<file path="config.mk">
export PLATFORM = sky130hd
export DESIGN_NAME = sup_reset_gen
export DESIGN_NICKNAME = d
export VERILOG_FILES = /design/src/rtl/sup_rst_pkg.sv /design/src/rtl/sync_chain.sv /design/src/rtl/mr_filter.sv /design/src/rtl/hold_timer.sv /design/src/rtl/sup_reset_gen.sv
export SDC_FILE = /design/constraint.sdc
export NUM_CORES = 1
export LEC_CHECK = 0
export CAP_MARGIN = 20
export CORE_MARGIN = 5
export CORE_UTILIZATION = 50
export DETAILED_ROUTE_END_ITERATION = 12
export PLACE_DENSITY = 0.76
export SKIP_CTS_REPAIR_TIMING = 1
export SYNTH_ARGS = -nofsm -noshare
export SYNTH_HDL_FRONTEND = slang
export SYNTH_HIERARCHICAL = 1
export SYNTH_SLANG_ARGS = --single-unit
export TNS_END_PERCENT = 1
</file>
<file path="constraint.sdc">
create_clock -name clk_i -period 2.4 [get_ports clk_i]
set_input_delay 0.24 -clock clk_i [delete_from_list [all_inputs] [get_ports clk_i]]
set_output_delay 0.24 -clock clk_i [all_outputs]
set_load 0.02 [all_outputs]
</file>
<file path="src/rtl/sup_rst_pkg.sv">
package sup_rst_pkg;
  function automatic int unsigned hold_mult(input logic [1:0] sel);
    case (sel)
      2'b00:   return 1;
      2'b01:   return 4;
      2'b10:   return 8;
      default: return 16;
    endcase
  endfunction
endpackage

</file>
<file path="src/rtl/sync_chain.sv">
module sync_chain #(
  parameter int unsigned WIDTH = 1,
  parameter logic [WIDTH-1:0] RST_VAL = '0
) (
  input  logic             clk_i,
  input  logic             rst_ni,
  input  logic [WIDTH-1:0] d_i,
  output logic [WIDTH-1:0] q_o
);
  logic [WIDTH-1:0] s1_q, s2_q;
  always_ff @(posedge clk_i or negedge rst_ni) begin
    if (!rst_ni) begin
      s1_q <= RST_VAL;
      s2_q <= RST_VAL;
    end else begin
      s1_q <= d_i;
      s2_q <= s1_q;
    end
  end
  assign q_o = s2_q;
endmodule

</file>
<file path="src/rtl/mr_filter.sv">
module mr_filter #(
  parameter int unsigned FILT_LEN = 8
) (
  input  logic clk_i,
  input  logic rst_ni,
  input  logic mr_s_i,
  output logic mr_f_o
);
  localparam int unsigned FW = (FILT_LEN > 1) ? $clog2(FILT_LEN) : 1;
  logic [FW-1:0] cnt_q;
  logic          mr_f_q;

  always_ff @(posedge clk_i or negedge rst_ni) begin
    if (!rst_ni) begin
      cnt_q  <= '0;
      mr_f_q <= 1'b1;
    end else if (mr_s_i == mr_f_q) begin
      cnt_q <= '0;
    end else if (cnt_q == FW'(FILT_LEN - 1)) begin
      mr_f_q <= mr_s_i;
      cnt_q  <= '0;
    end else begin
      cnt_q <= cnt_q + 1'b1;
    end
  end
  assign mr_f_o = mr_f_q;

  p_filter_stable_r5: assert property (@(posedge clk_i) disable iff (!rst_ni)
    (mr_s_i == mr_f_q) |=> $stable(mr_f_q));
endmodule

</file>
<file path="src/rtl/hold_timer.sv">
module hold_timer
  import sup_rst_pkg::*;
#(
  parameter int unsigned TICK_DIV   = 1000,
  parameter int unsigned UNIT_TICKS = 50
) (
  input  logic       clk_i,
  input  logic       rst_ni,
  input  logic       fault_i,
  input  logic [1:0] sel_i,
  output logic       rst_act_o
);
  localparam int unsigned PW = (TICK_DIV > 1) ? $clog2(TICK_DIV) : 1;
  localparam int unsigned HW = $clog2(16 * UNIT_TICKS + 1);

  logic [PW-1:0] pre_q;
  logic [HW-1:0] hcnt_q, target;
  logic          rst_act_q, tick;

  assign target = HW'(UNIT_TICKS * hold_mult(sel_i));
  assign tick   = (pre_q == PW'(TICK_DIV - 1));

  always_ff @(posedge clk_i or negedge rst_ni) begin
    if (!rst_ni) begin
      rst_act_q <= 1'b1;
      pre_q     <= '0;
      hcnt_q    <= '0;
    end else if (fault_i) begin
      rst_act_q <= 1'b1;
      pre_q     <= '0;
      hcnt_q    <= '0;
    end else if (rst_act_q) begin
      if (tick) begin
        pre_q <= '0;
        if (({1'b0, hcnt_q} + 1'b1) >= {1'b0, target}) begin
          rst_act_q <= 1'b0;
          hcnt_q    <= '0;
        end else begin
          hcnt_q <= hcnt_q + 1'b1;
        end
      end else begin
        pre_q <= pre_q + 1'b1;
      end
    end
  end
  assign rst_act_o = rst_act_q;

  p_fault_holds_r4: assert property (@(posedge clk_i) disable iff (!rst_ni)
    fault_i |=> (rst_act_q && pre_q == '0 && hcnt_q == '0));
  p_release_on_tick_r3: assert property (@(posedge clk_i) disable iff (!rst_ni)
    (rst_act_q && !tick) |=> rst_act_q);
endmodule

</file>
<file path="src/rtl/sup_reset_gen.sv">
module sup_reset_gen #(
  parameter bit          ACTIVE_HIGH = 1'b0,
  parameter int unsigned TICK_DIV    = 1000,
  parameter int unsigned UNIT_TICKS  = 50,
  parameter int unsigned FILT_LEN    = 8
) (
  input  logic       clk_i,
  input  logic       rst_ni,
  input  logic       supply_ok_i,
  input  logic       v2_ok_i,
  input  logic       mr_ni,
  input  logic [1:0] pup_sel_i,
  output logic       sys_rst_o,
  output logic       lowline_no,
  output logic       v2fail_no,
  output logic       ev_lv1_o,
  output logic       ev_lv2_o,
  output logic       ev_mr_o
);
  logic [2:0] syn;
  logic       sup_s, v2_s, mr_s, mr_f, fault, rst_act;
  logic [2:0] prev_q, cur;

  sync_chain #(.WIDTH(3), .RST_VAL(3'b100)) u_sync (
    .clk_i, .rst_ni, .d_i({mr_ni, v2_ok_i, supply_ok_i}), .q_o(syn));
  assign sup_s = syn[0];
  assign v2_s  = syn[1];
  assign mr_s  = syn[2];

  mr_filter #(.FILT_LEN(FILT_LEN)) u_filt (
    .clk_i, .rst_ni, .mr_s_i(mr_s), .mr_f_o(mr_f));

  assign fault = ~sup_s | ~mr_f;

  hold_timer #(.TICK_DIV(TICK_DIV), .UNIT_TICKS(UNIT_TICKS)) u_hold (
    .clk_i, .rst_ni, .fault_i(fault), .sel_i(pup_sel_i), .rst_act_o(rst_act));

  // onset pulses: previous high, current low
  assign cur = {mr_f, v2_s, sup_s};
  always_ff @(posedge clk_i or negedge rst_ni) begin
    if (!rst_ni) prev_q <= 3'b100;
    else         prev_q <= cur;
  end
  assign ev_lv1_o = prev_q[0] & ~cur[0];
  assign ev_lv2_o = prev_q[1] & ~cur[1];
  assign ev_mr_o  = prev_q[2] & ~cur[2];

  assign lowline_no = sup_s;
  assign v2fail_no  = v2_s;

  generate
    if (ACTIVE_HIGH) begin : g_hi
      assign sys_rst_o = rst_act;
    end else begin : g_lo
      assign sys_rst_o = ~rst_act;
    end
  endgenerate

  p_lowline_forces_r7: assert property (@(posedge clk_i) disable iff (!rst_ni)
    !lowline_no |=> rst_act);
  p_ev_lv1_single_r9: assert property (@(posedge clk_i) disable iff (!rst_ni)
    ev_lv1_o |=> !ev_lv1_o);
  p_ev_mr_single_r9: assert property (@(posedge clk_i) disable iff (!rst_ni)
    ev_mr_o |=> (!ev_mr_o && rst_act));
  p_ev_lv2_single_r9: assert property (@(posedge clk_i) disable iff (!rst_ni)
    ev_lv2_o |=> !ev_lv2_o);
endmodule

</file>
# After elaboration in Yosys (flattened, before gate mapping)
# Index checks and enable logic that the tools add are counted.
dict set report totals {
  register_bits 34
  output_inout_bits 6
  word_cells 47
}
dict set report op_classes {
  add_sub_neg 4
  multipliers 1
  order_cmp 1
  n_eq_ne 5
  mux 14
  n_bitwise 9
  n_reduce_logical 5
}
# op count
set op_table {}
lappend op_table {{$mux W10} 7}
lappend op_table {{$add A10 B1 Y10 const B} 2}
lappend op_table {{$pmux W5 S3} 1}
lappend op_table {{$add A10 B1 Y11 const B} 1}
lappend op_table {{$ge A11 B10 Y1} 1}
lappend op_table {{$eq A10 B10 Y1 const B} 1}
lappend op_table {{$mul A5 B5 Y9 const A} 1}
lappend op_table {{$mux W3} 2}
lappend op_table {{$not A1 Y1} 5}
lappend op_table {{$mux W1} 4}
lappend op_table {{$reduce_and A2 Y1} 2}
lappend op_table {{$reduce_bool A2 Y1} 2}
lappend op_table {{$add A3 B1 Y3 const B} 1}
lappend op_table {{$and A1 B1 Y1} 3}
lappend op_table {{$eq A3 B3 Y1 const B} 1}
lappend op_table {{$eq A2 B1 Y1 const B} 1}
lappend op_table {{$eq A2 B2 Y1 const B} 1}
lappend op_table {{$logic_not A2 Y1} 1}
lappend op_table {{$eq A1 B1 Y1} 1}
lappend op_table {{$or A1 B1 Y1} 1}

# Depth between registers and ports, before layout
dict set report depth {
  ltp_word 8
  ltp_mapped 14
  depth_no_buf 14
}

# Modules after synthesis
# The synthesis kept the hierarchy.
# mod n_inst cells_per_inst area_each_um2 seq_area_each_um2
set modules_own_cells {}
lappend modules_own_cells {hold_timer 1 166 1452.6 526.8}
lappend modules_own_cells {mr_filter 1 11 171.4 101.3}
lappend modules_own_cells {sync_chain 1 6 152.6 152.6}
lappend modules_own_cells {sup_reset_gen 1 8 110.1 76.3}

# Worst setup path before layout
# No wires, ideal clock.
dict set report synth_path {
  kind {reg2reg}
  startpoint {register u_hold.hcnt_q[0]}
  endpoint {register u_hold.hcnt_q[0]}
  setup_ps 83
  arrival_ps 2412
  setup_slack_ps -96
  path_stages_with_launch 12
  synth_period_minus_slack_ps 2496
  cell_sequence {dfrtp_1 ha_1 and4_1 and4_1 xnor2_1 inv_1 ha_1 a21o_1 a21oi_1 o211a_1 nand4_2 o21ai_0}
}
dict set report synth_via {
  elab_chain_cells 6
  word_cells_on_any_way 7
  classes_between {2 x add/sub; 1 x order compare; 4 x mux}
}
# item line
set synth_lines {}
lappend synth_lines {{start: declaration} hold_timer.sv:17} ;# logic [HW-1:0] hcnt_q, target;
lappend synth_lines {{start signal: assignment} hold_timer.sv:39} ;# hcnt_q <= hcnt_q + 1'b1;
lappend synth_lines {{$add A10 B1 Y11} hold_timer.sv:35} ;# if (({1'b0, hcnt_q} + 1'b1) >= {1'b0, target}) begin
lappend synth_lines {{$ge A11 B10 Y1} hold_timer.sv:35}
lappend synth_lines {{$mux W10 *} hold_timer.sv:35}
lappend synth_lines {{$mux W10 *} hold_timer.sv:33} ;# if (tick) begin
lappend synth_lines {{$mux W10 *} hold_timer.sv:32} ;# end else if (rst_act_q) begin
lappend synth_lines {{$mux W10 *} hold_timer.sv:28} ;# end else if (fault_i) begin
# Every way passes the cells marked *; elsewhere a longest branch is shown, timed or not. The select of a mux whose other input is x is not followed.
# A chain may end at the register's enable or synchronous reset.

# Worst setup path in the final report
# Same ends and word-level chain as after synthesis.

==> run metrics <==
# clock sinks 34; DR pass1 iterations 4; routed vias/inst 5.31; Buf/Inv on CP 2; Worst Skew 7.05 ps; DRC 0; total gr overflow 0; ys flop type dfrtp_1; Final Worst Setup Slack -53.1 ps; most common cell after layout, fill and taps aside dfrtp_1; Final Setup Violations 8; CP max stage delay 400 ps; most frequent cells in the layout dfrtp_1, nand2_1, buf_4, inv_1, ha_1; Die Span Y 71.4 um; Max Fclk 408 MHz; Syn Inst Count 191; Simple-Gate Fraction of Synth Area 20.6%; Period minus WS final 2450 ps; crit path max fanout 8; Worst path slowest cell dfrtp_1; layout cell share with drive strength beyond 1 23.1%; cell chain of the critical path ha_4 > and4_4 > and4_4 > xnor2_2 > inv_1 > ha_1 > buf_4 > nand3_1 > nor2_1 > o21ai_2 > nand4_4 > o21ai_1; Synth Area in Compound Gates 10.6%; Synth Area per Inst 9.88 um^2; cells on worst reg2reg path 12; post-route cell area 2380 um^2; Placeable Area 3660 um^2; Hold Vio Cnt, Final 0; via count 1450; placed cell areas 2190 um^2; Clk pin slew, worst setup/hold paths 70 ps; post-synthesis cell area 1890 um^2; H-tree levels 2; RR Endpoint u_hold/hcnt_q[0]$_DFFE_PN0P_; WP data required 2600 ps; DP Worst Slack -592 ps; setup TNS -297 ps; routed wire length 3.85 mm; die area 5100 um^2; synthesis warning total 6; initial antenna violation count 0; die width 71.4 um; fraction of registers with async set or reset after synthesis 100%; Rows 22; CP endpoint kind flip-flop; flop-to-flop setup slack -50 ps; DP Wirelength 2.69 mm; critical path type reg -> reg; Slew Viols, Final 0; FF-to-FF Start u_hold/hcnt_q[0]$_DFFE_PN0P_; Top cell by count, worst path and4_4; post-synthesis mux area share 1.72%; largest family of logic cells by synthesized area simple AND/OR/NAND/NOR gates; Post-synth EDFFs 0; vias in the first global route 1364; Slew HR 58.0%; Inserted Diodes 0; I/O pin count 13; pwr/cell area 586 nW/um^2; Max-cap violations 0; first-pass GRT wire length 6.13 mm; status finished with violations; peak supply drop 551 uV; Placer Congestion 0.809; Tot Pwr 1.39 mW; failing checks setup timing; Clk Latency, worst-skew pair 280 ps; ANT nets after route 0; hold depth 0; initial DRC count 104; Seq cells post-synth 34; Worst Hold Class reg -> reg; library cells used by synthesis 39; DR WL/cell 14.1 um; layout net count 248; part of the Yosys area used for sequential elements 45.4%; Starting Density 51.5%; final hold slack 349 ps; Critical path destination u_hold/hcnt_q[0]$_DFFE_PN0P_; Clock Tree Buf Depth 2; largest net degree at the start of global routing 35; Crit. Startpoint u_hold/hcnt_q[0]$_DFFE_PN0P_; WP depth 12; fin crit share 102%; Worst Tran Pin Value 628 ps; critical path data arrival time 2660 ps; IO Port Bufs 12; GR Util All Layers 15.0%; Mapped Nets 215; leakage power 1.13 nW; root buffer cell clkbuf_8; post-synthesis adder-cell area fraction 11.3%; P&R area growth vs syn 26.2%; Synth Area in XOR/XNOR 6.03%; clock tree from TritonCTS done; RSZ-0062 raised after global routing true; number of clock buffers inserted by TritonCTS 5; CP startpoint kind flip-flop; delay-heaviest family, CP simple AND/OR/NAND/NOR gates
worst min-delay path by stage:
stage | to | slack [ps] | startpoint
5_1_grt | u_sync/q_o[1]$_DFF_PN0_ | 350 | u_sync/s1_q[1]$_DFF_PN0_
3_3_place_gp | u_sync/q_o[1]$_DFF_PN0_ | 340 | u_sync/s1_q[1]$_DFF_PN0_
4_1_cts | u_sync/q_o[1]$_DFF_PN0_ | 350 | u_sync/s1_q[1]$_DFF_PN0_
3_5_place_dp | u_sync/q_o[1]$_DFF_PN0_ | 330 | u_sync/s1_q[1]$_DFF_PN0_
6_report | u_sync/q_o[1]$_DFF_PN0_ | 350 | u_sync/s1_q[1]$_DFF_PN0_
2_1_floorplan | prev_q[0]$_DFF_PN0_ | -60 | rst_ni
sequential cells by signal, summed over array words and instances, names as in the netlist:
register,cells
prev_q,3
u_filt/cnt_q,3
u_filt/mr_f_o,1
u_hold/hcnt_q,10
u_hold/pre_q,10
u_hold/rst_act_o,1
u_sync/q_o,3
u_sync/s1_q,3
report_power, final:
part | internal, mW | total, mW | switching (mW)
Clock | 0.338 | 0.536 | 0.197
Sequential | 0.628 | 0.656 | 0.0275
Combinational | 0.0914 | 0.203 | 0.112
Total | 1.06 | 1.39 | 0.336
cell usage after synthesis (all sizes together), types with 2 or more instances:
cell / instances / area [um^2]
buf: 3 / 17.5
nand4b: 2 / 17.5
o2111ai: 3 / 26.3
xor2: 10 / 87.6
ha: 17 / 213
and4: 3 / 26.3
nand2: 22 / 82.6
dfstp: 5 / 131
dfrtp: 29 / 726
or3: 3 / 23.8
inv: 17 / 63.8
nor2b: 5 / 38.8
mux2: 2 / 22.5
nand4: 5 / 37.5
and2: 2 / 12.5
xnor2: 3 / 26.3
a21oi: 10 / 50.1
nand3: 9 / 45.0
o21ai: 16 / 83.8
a21o: 2 / 15.0
nor2: 12 / 45.0
metal layers:
metal	vias up	global-route usage [%]	share of wire, %
li1	717	-	-
met1	708	19.0	45
met2	19	25.0	50
met3	6	3.79	2.5
met4	0	4.59	1.5
met5	-	0	0
stage by stage:
stage / util (%) / std cells
floorplan: - / 191
global placement: 59.8 / 264
detailed placement: 59.8 / 264
CTS: 63.0 / 272
global route: 65.0 / 273
finish: 65.0 / 273
cells by family (layout without fill, tap and decap cells):
logic type / count (synthesis) / count (layout)
AO/OA/AOI/OAI: 34 / 34
XOR/XNOR: 13 / 13
adder cells (fa/ha/maj): 17 / 17
buffers and inverters: 20 / 54
flip-flops: 34 / 34
multiplexers: 3 / 3
AND/OR/NAND/NOR: 70 / 70
layout make-up:
| type | instances | area (um^2) |
|---|---|---|
| well taps | 48 | 60.1 |
| repair buffers | 29 | 253 |
| inverters | 17 | 63.8 |
| fillers | 277 | 1280 |
| clock inverters | 1 | 30.0 |
| flip-flops and latches | 34 | 857 |
| clock buffers | 7 | 86.3 |
| multi-input cells | 137 | 1030 |
(Power assumes the default switching activity.)
